==> config.mk <==
export PLATFORM = sky130hd
export DESIGN_NAME = ncl_reg_stage
export DESIGN_NICKNAME = d
export VERILOG_FILES = /design/src/rtl/ncl_pkg.sv /design/src/rtl/ncl_c2_bank.sv /design/src/rtl/ncl_done_tree.sv /design/src/rtl/ncl_hs_fsm.sv /design/src/rtl/ncl_reg_stage.sv
export SDC_FILE = /design/constraint.sdc
export NUM_CORES = 1
export LEC_CHECK = 0
export CAP_MARGIN = 20
export CORE_AREA = 2 2 39 41
export CTS_CLUSTER_DIAMETER = 80
export CTS_CLUSTER_SIZE = 16
export DETAILED_ROUTE_END_ITERATION = 12
export DIE_AREA = 0 0 41 43
export GPL_ROUTABILITY_DRIVEN = 0
export MAX_ROUTING_LAYER = met4
export PLACE_DENSITY = 0.68
export REMOVE_ABC_BUFFERS = 1
export SETUP_SLACK_MARGIN = 0.2
export SYNTH_ARGS = -nofsm -noshare
export SYNTH_HDL_FRONTEND = slang
export SYNTH_SLANG_ARGS = --single-unit
export TNS_END_PERCENT = 30
==> constraint.sdc <==
create_clock -name clk -period 1 [get_ports clk]
set_input_delay 0.1 -clock clk [delete_from_list [all_inputs] [get_ports clk]]
set_output_delay 0.1 -clock clk [all_outputs]
set_load 0.05 [all_outputs]
==> src/rtl/ncl_pkg.sv <==
package ncl_pkg;

    typedef enum logic {
        ST_REQ_DATA = 1'b0,
        ST_REQ_NULL = 1'b1
    } hs_state_e;

    // two-input hysteresis: rise on 11, fall on 00, hold otherwise
    function automatic logic hyst2(input logic a, input logic b, input logic q);
        if (a && b)
            return 1'b1;
        else if (!a && !b)
            return 1'b0;
        else
            return q;
    endfunction

endpackage

==> src/rtl/ncl_c2_bank.sv <==
module ncl_c2_bank #(
    parameter int WIDTH = 4
) (
    input  logic             clk,
    input  logic             rst_n,
    input  logic [WIDTH-1:0] rail_in,
    input  logic             gate_in,
    output logic [WIDTH-1:0] rail_q
);
    import ncl_pkg::*;

    for (genvar g = 0; g < WIDTH; g++) begin : g_cell
        always_ff @(posedge clk or negedge rst_n) begin
            if (!rst_n)
                rail_q[g] <= 1'b0;
            else
                rail_q[g] <= hyst2(rail_in[g], gate_in, rail_q[g]);
        end
    end

endmodule

==> src/rtl/ncl_done_tree.sv <==
module ncl_done_tree #(
    parameter int WIDTH = 4
) (
    input  logic [WIDTH-1:0] st_t,
    input  logic [WIDTH-1:0] st_f,
    output logic             word_data,
    output logic             word_null
);
    localparam int LEVELS = (WIDTH > 1) ? $clog2(WIDTH) : 0;
    localparam int LEAVES = 1 << LEVELS;
    localparam int NODES  = 2 * LEAVES - 1;

    logic [NODES-1:0] nd_data;
    logic [NODES-1:0] nd_null;

    for (genvar l = 0; l < LEAVES; l++) begin : g_leaf
        if (l < WIDTH) begin : g_real
            assign nd_data[LEAVES-1+l] = st_t[l] | st_f[l];
            assign nd_null[LEAVES-1+l] = ~(st_t[l] | st_f[l]);
        end else begin : g_pad
            assign nd_data[LEAVES-1+l] = 1'b1;
            assign nd_null[LEAVES-1+l] = 1'b1;
        end
    end

    for (genvar n = 0; n < LEAVES - 1; n++) begin : g_node
        assign nd_data[n] = nd_data[2*n+1] & nd_data[2*n+2];
        assign nd_null[n] = nd_null[2*n+1] & nd_null[2*n+2];
    end

    assign word_data = nd_data[0];
    assign word_null = nd_null[0];

endmodule

==> src/rtl/ncl_hs_fsm.sv <==
module ncl_hs_fsm (
    input  logic clk,
    input  logic rst_n,
    input  logic word_data,
    input  logic word_null,
    output logic req_data
);
    import ncl_pkg::*;

    hs_state_e state_q;
    hs_state_e state_d;

    always_ff @(posedge clk or negedge rst_n) begin
        if (!rst_n)
            state_q <= ST_REQ_DATA;
        else
            state_q <= state_d;
    end

    always_comb begin
        state_d = state_q;
        unique case (state_q)
            ST_REQ_DATA: if (word_data) state_d = ST_REQ_NULL;  // T_DATA_FULL
            ST_REQ_NULL: if (word_null) state_d = ST_REQ_DATA;  // T_NULL_FULL
            default:     state_d = ST_REQ_DATA;
        endcase
    end

    always_comb begin
        unique case (state_q)
            ST_REQ_DATA: req_data = 1'b1;
            ST_REQ_NULL: req_data = 1'b0;
            default:     req_data = 1'b1;
        endcase
    end

endmodule

==> src/rtl/ncl_reg_stage.sv <==
module ncl_reg_stage #(
    parameter int WIDTH = 4
) (
    input  logic             clk,
    input  logic             rst_n,
    input  logic [WIDTH-1:0] in_t,
    input  logic [WIDTH-1:0] in_f,
    input  logic             ack_in,
    output logic [WIDTH-1:0] out_t,
    output logic [WIDTH-1:0] out_f,
    output logic             ack_out
);
    logic word_data;
    logic word_null;

    ncl_c2_bank #(.WIDTH(WIDTH)) u_bank_t (
        .clk     (clk),
        .rst_n   (rst_n),
        .rail_in (in_t),
        .gate_in (ack_in),
        .rail_q  (out_t)
    );

    ncl_c2_bank #(.WIDTH(WIDTH)) u_bank_f (
        .clk     (clk),
        .rst_n   (rst_n),
        .rail_in (in_f),
        .gate_in (ack_in),
        .rail_q  (out_f)
    );

    ncl_done_tree #(.WIDTH(WIDTH)) u_done (
        .st_t      (out_t),
        .st_f      (out_f),
        .word_data (word_data),
        .word_null (word_null)
    );

    ncl_hs_fsm u_fsm (
        .clk       (clk),
        .rst_n     (rst_n),
        .word_data (word_data),
        .word_null (word_null),
        .req_data  (ack_out)
    );

endmodule

==> results.yml <==
status:
  outcome: "complete, but fails checks"
  violations: "negative setup slack"
detailed_routing:
  drt-total-wl_microns: 1020
  ant_nets: 0
  dr.pass1.iters: 2
  viasPerCell: 4.92
  drt_iter0_drc: 3
  route.vias.total: 389
  wl_per_cell_microns: 13.0
  drc_errors: 0
clock_network:
  cts_sinks: 9
  cts_tree: "built"
  cts_made_buffers: 3
  clock-root-buffer: "clkbuf_4"
  clk_pin_slew_ns: 0.06
  clk_path_buf_depth: 2
  cts_hold_buf: 0
  htreeDepth: 1
  clk_latency_ns: 0.27
sta:
  setup_viol: 4
  setup_ws_ns: -0.0299
  fin_skew_ns: 0.000909
  max_slew_margin_pct: 72.8
  finalMaxSlewViolations: 0
  period_share_pct: 103
  grt_setup_unrepaired: "yes"
  fmax_ghz: 0.971
  worst_slew_pin_slew_ns: 0.406
  period_minus_slack_ns: 1.03
  final_hold_viol_count: 0
finish:
  stdcell_area_sq_um: 896
  syn_to_final_growth_pct: 96.2
  seqCellArea_sq_um: 231
  multi_input_area_sq_um: 277
  final_nets: 83
  drive_gt1_share_pct: 61.9
  post-route-util_pct: 64.7
  fillers: 118
  num_antenna_cells: 0
critical_path:
  critical_path_class: "flip-flop to primary output"
  required_ns: 0.90
  startpoint_type: "flip-flop"
  worstSetupEndpointType: "primary output"
  r2r-start: "u_bank_f.rail_q[2]"
  r2r-end: "u_fsm.state_q"
  crit_fanout: 2
  r2r_cells: 3
  r2r_slack_ns: -0.01
  critPathCapture: "out_t[0]"
  startpoint: "u_bank_t.rail_q[0]"
  crit_arrival_ns: 0.93
power:
  p_per_area_nw_per_um2: 1750
  ir_worst_vdd_mv: 0.837
  p_leak_uw: 0.000439
global_routing:
  grt_overflow: 0
  grt_max_degree: 10
  grt_usage_pct: 15.5
  antenna_found_initial: 0
  grt_pass1_vias: 391
  grt_pass1_wl_microns: 1740
synth:
  yosysWarnings: 0
  ys_seq_elements: 9
  synth_top_area_share_pct: 49.3
  post-synth-top-area-cell: "dfrtp_1"
  synthCells: 32
  synth_edf_count: 0
  synthTopCellsByArea: "dfrtp_1 (49%), ha_1 (22%), mux2_2 (20%)"
  synthArstFlopShare_pct: 100
  yosysMostFrequentCell: "dfrtp_1"
  yosysUniqueCellTypes: 8
  syn_area_sq_um: 457
  syn-mean-instance-area_sq_um: 14.3
  yosysSeqAreaShare_pct: 49.3
  synthFlopType: "dfrtp_1"
  synth_common_cells: "dfrtp_1 (9), ha_1 (8), mux2_2 (8)"
die:
  die_h_microns: 43
  fp-row-count: 14
  ios: 20
  core_area_sq_um: 1380
  die-width_microns: 41
  dieArea_sq_um: 1760
  initial_utilization_pct: 33.0
place:
  io_buffer_count: 19
  hpwl_microns: 717
  dpl_cell_area_sq_um: 779
  dp_worst_setup_slack_ns: -0.528
job:
  maxCapViolCount: 0
hold_path:
  hold_path.class: "input pin to asynchronous set/reset pin"
[metal layers]
layer | share of wire, % | track usage, % | vias up
met5 | 0 | - | -
met3 | 5.5 | 4.71 | 2
met4 | 1.9 | 10.0 | 0
met1 | 42 | 19.7 | 190
li1 | - | - | 186
met2 | 50 | 20.6 | 11
[through the flow]
stage	hold WS, ns	instances	power, uW	TNS, ns
finish	0.128	79	1560	-0.0676
global route	0.159	79	1640	-0.247
detailed placement	0.421	70	1180	-4.18
global placement	0.421	70	1160	-3.97
floorplan	-0.196	32	794	-0.257
CTS	0.135	79	1550	-0.107
[where the power goes]
group,internal [uW],switching [uW]
registers,428,71.9
clock network,154,135
logic,421,353
total,1000,560
[registers in the layout, summed over array words and instances, names as in the netlist]
register	flops
u_bank_f.rail_q	4
u_bank_t.rail_q	4
u_fsm.state_q	1
[final cells by class]
cell class              count  area share [%]
repair buffers             27            37.7
multi-input cells          22            30.9
flip-flops and latches      9            25.8
clock buffers               4            2.93
well taps                  16            2.23
inverters                   1           0.419
[worst min path at each step]
stage | end | slack [ns] | depth (start not counted)
floorplan | u_bank_f.rail_q[0] | -0.20 | 0
global placement | u_bank_t.rail_q[0] | 0.42 | 1
detailed placement | u_bank_f.rail_q[2] | 0.42 | 1
CTS | u_bank_t.rail_q[2] | 0.13 | 1
global route | u_bank_t.rail_q[0] | 0.16 | 1
finish | u_bank_t.rail_q[0] | 0.13 | 1
[cells by family after synthesis]
group | Yosys count | synth area share, %
muxes | 8 | 19.7
adders and majority gates | 8 | 21.9
DFF | 9 | 49.3
AOI/OAI and AO/OA | 4 | 5.48
and+or+nand+nor | 2 | 2.74
buffers and inverters | 1 | 0.821
[layout by cell type (no fill, tap or decap), drive strengths merged]
cell type / synthesis / final
o22ai: 2 / 2
dlygate4sd2: 0 / 7
ha: 8 / 8
inv: 1 / 1
clkdlybuf4s50: 0 / 2
clkbuf: 0 / 4
o21ai: 1 / 1
buf: 0 / 18
a21boi: 1 / 1
nor4: 2 / 2
dfrtp: 9 / 9
mux2: 8 / 8
[critical path, cell delays in order, from the launching register on]
cell     delay [ns]
dfrtp_1        0.40
buf_6          0.13
buf_12         0.13
[what timing repair did]
item,CTS,global route
endpoints found under the setup margin,18,18
pin swaps,8,2
gates resized for setup,28,2
buffers inserted,5,0
hold endpoints to repair,0,0
Power figures use the tool's default switching activity.
